===== src/rtl/rrl_pkg.sv =====
package rrl_pkg;
  localparam int ID_W      = 4;
  localparam int ADDR_W    = 32;
  localparam int TS_W      = 8;
  localparam int LINE_BITS = 6;
  localparam int BEAT_BITS = 3;
  localparam int BYTES_W   = LINE_BITS + 1;
  localparam int LINE_BYTES = 1 << LINE_BITS;
  localparam logic [1:0] BURST_INCR = 2'b01;

  typedef struct packed {
    logic              v;
    logic              wr;
    logic [ID_W-1:0]   id;
    logic [TS_W-1:0]   ts;
    logic [ADDR_W-1:0] addr;
  } slot_t;

  // a is older than b when (a - b) is negative modulo 2^TS_W
  function automatic logic ts_older(input logic [TS_W-1:0] a, input logic [TS_W-1:0] b);
    logic [TS_W-1:0] d;
    d = a - b;
    return d[TS_W-1];
  endfunction

  function automatic logic [ADDR_W-LINE_BITS-1:0] line_of(input logic [ADDR_W-1:0] a);
    return a[ADDR_W-1:LINE_BITS];
  endfunction

  function automatic logic burst_bad(input logic [ADDR_W-1:0] a, input logic [BYTES_W-1:0] n,
                                     input logic [1:0] bt);
    logic [BYTES_W:0] last;
    last = {2'b00, a[LINE_BITS-1:0]} + {1'b0, n};
    return (bt != BURST_INCR) || (n == '0) || (n > BYTES_W'(LINE_BYTES)) ||
           (a[BEAT_BITS-1:0] != '0) || (last > (BYTES_W+1)'(LINE_BYTES));
  endfunction
endpackage


===== src/rtl/rrl_hazard.sv =====
module rrl_hazard
  import rrl_pkg::*;
#(
  parameter int SLOTS = 32
) (
  input  slot_t [SLOTS-1:0] ring_i,
  output logic              id_block_o,
  output logic              line_block_o
);
  localparam int OTHERS = SLOTS - 1;

  slot_t             tail;
  logic [OTHERS-1:0] same_id_older;
  logic [OTHERS-1:0] read_same_line;

  assign tail = ring_i[SLOTS-1];

  for (genvar j = 0; j < OTHERS; j++) begin : g_cmp
    logic older;
    assign older = ring_i[j].v && ts_older(ring_i[j].ts, tail.ts);
    assign same_id_older[j]  = older && (ring_i[j].id == tail.id);
    assign read_same_line[j] = older && tail.wr && !ring_i[j].wr &&
                               (line_of(ring_i[j].addr) == line_of(tail.addr));
  end

  assign id_block_o   = |same_id_older;
  assign line_block_o = |read_same_line;
endmodule


===== src/rtl/rrl_router.sv =====
module rrl_router
  import rrl_pkg::*;
(
  input  slot_t tail_i,
  input  logic  id_block_i,
  input  logic  line_block_i,
  input  logic  lk_busy_i,
  output logic  to_rd_o,
  output logic  to_wr_o,
  output logic  to_rp_o
);
  logic hold;
  assign hold    = id_block_i || line_block_i || lk_busy_i;
  assign to_rp_o = tail_i.v && hold;
  assign to_rd_o = tail_i.v && !hold && !tail_i.wr;
  assign to_wr_o = tail_i.v && !hold && tail_i.wr;
endmodule


===== src/rtl/rrl_arbiter.sv =====
module rrl_arbiter
  import rrl_pkg::*;
(
  input  logic               clk,
  input  logic               rst_n,
  input  logic               slot_free_i,
  input  logic               req_valid_i,
  input  logic               req_write_i,
  input  logic [ID_W-1:0]    req_id_i,
  input  logic [ADDR_W-1:0]  req_addr_i,
  input  logic [BYTES_W-1:0] req_bytes_i,
  input  logic [1:0]         req_burst_i,
  output logic               ready_o,
  output logic               take_o,
  output logic               reject_o,
  output slot_t              new_slot_o
);
  logic [TS_W-1:0] stamp_q;
  logic            bad;

  assign bad      = burst_bad(req_addr_i, req_bytes_i, req_burst_i);
  assign ready_o  = slot_free_i;
  assign take_o   = req_valid_i && slot_free_i && !bad;
  assign reject_o = req_valid_i && slot_free_i && bad;

  always_comb begin
    new_slot_o      = '0;
    new_slot_o.v    = 1'b1;
    new_slot_o.wr   = req_write_i;
    new_slot_o.id   = req_id_i;
    new_slot_o.ts   = stamp_q;
    new_slot_o.addr = req_addr_i;
  end

  always_ff @(posedge clk) begin
    if (!rst_n)      stamp_q <= '0;
    else if (take_o) stamp_q <= stamp_q + 1'b1;
  end
endmodule


===== src/rtl/rrl_loop.sv =====
module rrl_loop
  import rrl_pkg::*;
#(
  parameter int SLOTS = 32
) (
  input  logic               clk,
  input  logic               rst_n,
  input  logic               req_valid,
  output logic               req_ready,
  input  logic               req_write,
  input  logic [ID_W-1:0]    req_id,
  input  logic [ADDR_W-1:0]  req_addr,
  input  logic [BYTES_W-1:0] req_bytes,
  input  logic [1:0]         req_burst,
  output logic               req_err,
  output logic               lk_valid,
  output logic [ADDR_W-1:0]  lk_addr,
  input  logic               lk_busy,
  output logic               rd_valid,
  output logic               wr_valid,
  output logic               rp_valid,
  output logic [ID_W-1:0]    out_id,
  output logic [ADDR_W-1:0]  out_addr
);
  localparam int CNT_W = $clog2(SLOTS + 1);

  slot_t [SLOTS-1:0] ring_q;
  slot_t             tail;
  slot_t             new_slot;
  logic              id_block, line_block;
  logic              to_rd, to_wr, to_rp;
  logic              leaves, take, reject;
  logic [CNT_W-1:0]  occ_q;

  assign tail     = ring_q[SLOTS-1];
  assign leaves   = to_rd || to_wr;
  assign lk_valid = tail.v;
  assign lk_addr  = tail.addr;

  rrl_hazard #(.SLOTS(SLOTS)) u_hazard (
    .ring_i(ring_q), .id_block_o(id_block), .line_block_o(line_block)
  );

  rrl_router u_router (
    .tail_i(tail), .id_block_i(id_block), .line_block_i(line_block),
    .lk_busy_i(lk_busy), .to_rd_o(to_rd), .to_wr_o(to_wr), .to_rp_o(to_rp)
  );

  rrl_arbiter u_arbiter (
    .clk(clk), .rst_n(rst_n), .slot_free_i(!tail.v || leaves),
    .req_valid_i(req_valid), .req_write_i(req_write), .req_id_i(req_id),
    .req_addr_i(req_addr), .req_bytes_i(req_bytes), .req_burst_i(req_burst),
    .ready_o(req_ready), .take_o(take), .reject_o(reject), .new_slot_o(new_slot)
  );

  always_ff @(posedge clk) begin
    if (!rst_n) begin
      ring_q <= '0;
    end else begin
      for (int i = 1; i < SLOTS; i++) ring_q[i] <= ring_q[i-1];
      if (take)       ring_q[0] <= new_slot;
      else if (to_rp) ring_q[0] <= tail;
      else            ring_q[0] <= '0;
    end
  end

  always_ff @(posedge clk) begin
    if (!rst_n) begin
      rd_valid <= 1'b0;
      wr_valid <= 1'b0;
      rp_valid <= 1'b0;
      req_err  <= 1'b0;
      out_id   <= '0;
      out_addr <= '0;
      occ_q    <= '0;
    end else begin
      rd_valid <= to_rd;
      wr_valid <= to_wr;
      rp_valid <= to_rp;
      req_err  <= reject;
      out_id   <= tail.id;
      out_addr <= tail.addr;
      occ_q    <= occ_q + CNT_W'(take) - CNT_W'(leaves);
    end
  end

  AST_ONE_ROUTE: assert property (@(posedge clk) disable iff (!rst_n)
    $onehot0({rd_valid, wr_valid, rp_valid}));
  AST_BUSY_REPLAY: assert property (@(posedge clk) disable iff (!rst_n)
    (tail.v && lk_busy) |=> (rp_valid && !rd_valid && !wr_valid));
  AST_ID_REPLAY: assert property (@(posedge clk) disable iff (!rst_n)
    (tail.v && id_block) |=> rp_valid);
  AST_LINE_REPLAY: assert property (@(posedge clk) disable iff (!rst_n)
    (tail.v && line_block) |=> rp_valid);
  AST_REJECT_DROPPED: assert property (@(posedge clk) disable iff (!rst_n)
    (req_valid && req_ready && reject) |=> (req_err && !ring_q[0].v));
  AST_REPLAY_KEEPS_SLOT: assert property (@(posedge clk) disable iff (!rst_n)
    rp_valid |-> (ring_q[0].v && ring_q[0].addr == out_addr));
  AST_NO_OVERFLOW: assert property (@(posedge clk) disable iff (!rst_n)
    occ_q <= CNT_W'(SLOTS));
endmodule


===== config.mk =====
export PLATFORM = sky130hd
export DESIGN_NAME = rrl_loop
export DESIGN_NICKNAME = d
export VERILOG_FILES = /design/src/rtl/rrl_pkg.sv /design/src/rtl/rrl_hazard.sv /design/src/rtl/rrl_router.sv /design/src/rtl/rrl_arbiter.sv /design/src/rtl/rrl_loop.sv
export SDC_FILE = /design/constraint.sdc
export NUM_CORES = 2
export LEC_CHECK = 0
export ABC_AREA = 0
export ABC_CLOCK_PERIOD_IN_PS = 5770
export BUFFER_PORTS_ARGS = -buffer_cell sky130_fd_sc_hd__buf_2
export CAP_MARGIN = 5
export CORE_ASPECT_RATIO = 1.5
export CORE_MARGIN = 8
export CORE_UTILIZATION = 30
export DETAILED_ROUTE_END_ITERATION = 16
export GPL_TIMING_DRIVEN = 1
export SLEW_MARGIN = 10
export SYNTH_ARGS = -nofsm -noshare
export SYNTH_HDL_FRONTEND = slang
export SYNTH_SLANG_ARGS = --single-unit

===== constraint.sdc =====
create_clock -name clk -period 5.77 [get_ports clk]
set_input_delay 0 -clock clk [delete_from_list [all_inputs] [get_ports clk]]
set_output_delay 0 -clock clk [all_outputs]
set_load 0.005 [all_outputs]

==> flow_summary_export.csv <==
group,metric,value,unit
status,run_status,"completed",
floorplan,die-area,207000,um2
global_routing,grt-ovfl-total,0,
synth,count_of_flip_flops_with_a_built_in_enable_after_synthesis,0,
placed_design,port_buffers,123,
placed_design,post-place-ws,1.02,ns
setup_path,crit_type,"register to primary output",
global_routing,grt_max_degree,263,
cts,cts_sinks,1520,
sta,finClkSkew,0.0297,ns
sta,setup_repair_after_global_routing_missed_its_margin,"no",
power,power_per_cell_area,312,nW/um2
cts,cts-root-to-sink-buffers,3,
setup_path,critical-path-slowest-cell,"nor4_1",
global_routing,grt_use_met2,0.265,
power,post-layout-total-power,20.8,mW
detailed_routing,wl,156000,um
placed_design,place.gp.congestion,0.869,
synth,async_reset_ff_frac,0,
power,switching_power,4.43,mW
floorplan,chipHeight,553,um
floorplan,die_w,374,um
power,clock_network_fraction_of_design_power,0.484,
setup_path,startpoint_class_of_the_critical_path,"register",
power,power.static_leakage,29.5,nW
sta,max-slew-margin-rel,0.130,
setup_path,endpoint_kind,"primary output",
power,cell_internal_power_dissipation,16.3,mW
global_routing,antenna_found_initial,8,
setup_path,critical_path_peak_fanout,45,
global_routing,global_route_wire_length_before_repair,236000,um
detailed_routing,post_drt_via_cell_ratio,4.48,
sta,layout_worst_path_cycle_share,0.953,
synth,yosys_warnings,0,
placed_design,dp.final_hpwl,110000,um
setup_path,timing.critical_path.arrival,5.50,ns
floorplan,initial_core_util,0.301,
global_routing,grt_use_met1,0.171,
detailed_routing,num_vias,36600,
setup_path,rr_worst_depth,12,
sta,timing_worst_slew_pin_value,1.29,ns
synth,synthFlopType,"dfxtp_1",
sta,setup_ws,0.272,ns
power,p_sw_frac,0.213,
sta,final-max-slew-violation-count,0,
global_routing,globalRouteTotalUtil,0.147,
setup_path,sequence_of_cells_on_the_critical_path,"buf_4 > xor2_1 > nor4_1 > nand4_1 > nor4_1 > o211ai_1 > nand4_1 > a2111oi_4 > a31oi_4 > buf_12 > inv_1 > buf_2",
setup_path,worst-path-buf-inv,4,
floorplan,fp.coreArea,192000,um2
floorplan,pin_count,124,
detailed_routing,route.detailed.wl_per_inst,19.1,um
setup_path,cpPeakStageDelay,1.09,ns
cts,clock-root-buffer,"clkbuf_16",
setup_path,critPathRequiredTime,5.77,ns
cts,cts.clk_slew.worst_paths,0.06,ns
setup_path,worstSetupPathDepth,12,
power,power_frac_comb,0.011,
worst_hold_path,hp-class,"input port to register",
cells_and_area,final_net_count,5794,
sta,total_count_of_hold_check_failures_in_the_final_report,0,
detailed_routing,remaining_drc_errors,0,
detailed_routing,drt-pass1-iter-count,5,
synth,synth.cell_area,57700,um2
cells_and_area,post_route_cells_drive_above_1_share,0.0897,
detailed_routing,antenna_violating_nets_left,0,
detailed_routing,drt_iter0_drc,1907,
sta,timing.fmax,182,MHz
cts,clk_latency,0.79,ns
sta,period_minus_slack,5.50,ns
power,power.ir.vdd_worst,0.209,mV
run,cap_viol_max_count,0,
synth,flip_flop_and_latch_count_after_synthesis,1520,
synth,netlist-cell-type-count,59,
cts,cts_tree,"built",
cells_and_area,syn_to_layout_area_delta,15.2,%
synth,synth_sequential_area_ratio,0.528,
synth,mappedNetlistNets,5686,
power,p_seq_frac,0.506,
synth,synth_cells,5442,
worst_hold_path,min_path_cells,6,
worst_hold_path,holdCritStartpoint,"lk_busy",
global_routing,global_routing_s_busiest_layer,"met2",
cts,htree_levels,4,
global_routing,first_global_vias,38100,
global_routing,grt_use_met3,0.0222,
floorplan,fp-row-count,197,
sta,timing.setup.tns,0,ns
cts,cts_resized,0,
cts,post_cts.repair.setup_buffers,0,
setup_path,worst_reg2reg_path_startpoint,"lk_addr[29]",
setup_path,critPathTopFamily,"simple AND/OR/NAND/NOR gates",
cts,tritoncts.num_buffers,151,
setup_path,critical_path.startpoint,"lk_addr[29]",
sta,endpoints_failing_setup,0,
synth,syn_avg_cell_area,10.6,um2
## power by group through the flow
stage	Combinational (mW)	Clock, mW	Sequential, mW
global placement	0.185	0	10.7
detailed placement	0.187	0	10.7
CTS	0.219	10.3	10.5
floorplan	0.122	0	10.7
finish	0.220	10.0	10.5
global route	0.243	10.7	10.5
## Yosys cell counts (3+ instances only)
library cell | instances | share of area
a21oi_1 | 103 | 0.0089
o211ai_1 | 11 | 0.0014
xor2_1 | 501 | 0.076
a31oi_1 | 8 | 0.00087
o31ai_1 | 6 | 0.00078
o21ai_1 | 6 | 0.00052
or3_1 | 8 | 0.00087
o2111ai_1 | 10 | 0.0015
nor3b_1 | 21 | 0.0027
inv_1 | 20 | 0.0013
nand2_1 | 137 | 0.0089
a21o_1 | 9 | 0.0012
nor4_1 | 133 | 0.014
mux2i_1 | 5 | 0.00087
buf_6 | 4 | 0.00078
clkbuf_1 | 177 | 0.012
ha_1 | 193 | 0.042
o21ai_0 | 98 | 0.0085
and4_1 | 6 | 0.00091
a211oi_1 | 4 | 0.00052
buf_4 | 104 | 0.014
buf_2 | 58 | 0.0050
xnor2_1 | 480 | 0.073
nor2_1 | 25 | 0.0016
or4_1 | 5 | 0.00065
o21a_1 | 3 | 0.00039
nand4_1 | 125 | 0.014
nor3_1 | 38 | 0.0033
a211o_1 | 3 | 0.00046
nor4b_1 | 3 | 0.00046
dfxtp_1 | 1520 | 0.53
and3_1 | 4 | 0.00043
nor2b_1 | 17 | 0.0018
nand3_1 | 79 | 0.0069
and2_1 | 1466 | 0.16
nand2b_1 | 19 | 0.0021
## cell usage in the layout (no fill, tap or decap), types with 20 or more instances in the layout
cell type / synthesis / layout
nor3b_1: 21 / 21
dlygate4sd3_1: 0 / 72
clkbuf_16: 0 / 154
nand4_1: 125 / 125
o21ai_0: 98 / 98
nor2_1: 25 / 25
inv_1: 20 / 20
buf_2: 58 / 122
dfxtp_1: 1520 / 1488
clkbuf_8: 0 / 35
nand2_1: 137 / 137
ha_1: 193 / 193
dfxtp_2: 0 / 32
clkbuf_1: 177 / 40
and2_1: 1466 / 1466
clkinv_2: 0 / 22
nand3_1: 79 / 79
a21oi_1: 103 / 103
nor4_1: 133 / 131
nor3_1: 38 / 38
buf_4: 104 / 93
xnor2_1: 480 / 480
xor2_1: 501 / 501
## cells by family after synthesis
logic type / share of synthesized area
simple gates: 0.219
flops: 0.528
xor+xnor: 0.150
buf+inv: 0.0322
compound gates: 0.0288
fa+ha+maj: 0.0422
mux: 0.000868
## through the flow
stage / hold WS (ns) / cell area [um2] / utilization / instances
finish: 0.0686 / 66400 / 0.347 / 8164
detailed placement: 0.249 / 60600 / 0.316 / 7812
floorplan: 0.118 / 57700 / - / 5442
global route: 0.0446 / 66400 / 0.347 / 8163
global placement: 0.237 / 60600 / 0.316 / 7812
CTS: 0.00309 / 66400 / 0.347 / 8162
## path summary, 6_finish.rpt
kind,to,slack (ns)
worst max-delay path,req_ready,0.27
worst min-delay path,rd_valid,0.07
worst max register to register,ring_q[22],0.43
worst min register to register,lk_addr[2],0.42
## registers in the layout, summed over array words and instances, names as in the netlist, 4 cells and up
register,count
out_addr,32
lk_addr,32
ring_q,1439
out_id,4
u_arbiter.stamp_q,8
## worst register-to-register path, cell delays in order, from the launching register on
cell and delay, ns:
dfxtp_2 0.68, buf_4 0.44, xor2_1 0.13, nor4_1 0.37, nand4_1 0.15, nor4_1 1.09
o211ai_1 0.30, nand4_1 0.28, a2111oi_4 0.07, a31oi_4 0.68, buf_12 0.31, o21ai_0 0.15
dlygate4sd3_1 0.58
## per-layer routing
metal	wire length [um]	part of all wire	up-vias
li1	-	-	17700
met2	78200	0.50	675
met4	7340	0.047	4
met5	30	0.00019	-
met3	5180	0.033	335
met1	65100	0.42	17800
## layout make-up
type	instances	area, um2
Clock inverter	49	608
Tap cell	2487	3110
Antenna cell	2	5.00
Sequential cell	1520	30500
Clock buffer	229	4490
Multi-Input combinational cell	3558	25400
Inverter	20	75.1
Timing Repair Buffer	299	2260
Fill cell	19000	125000
## timing repair
action	CTS	global route
hold buffers	72	0
setup endpoints to repair	0	0
endpoints found under the hold margin	210	0
Power figures use the tool's default switching activity.
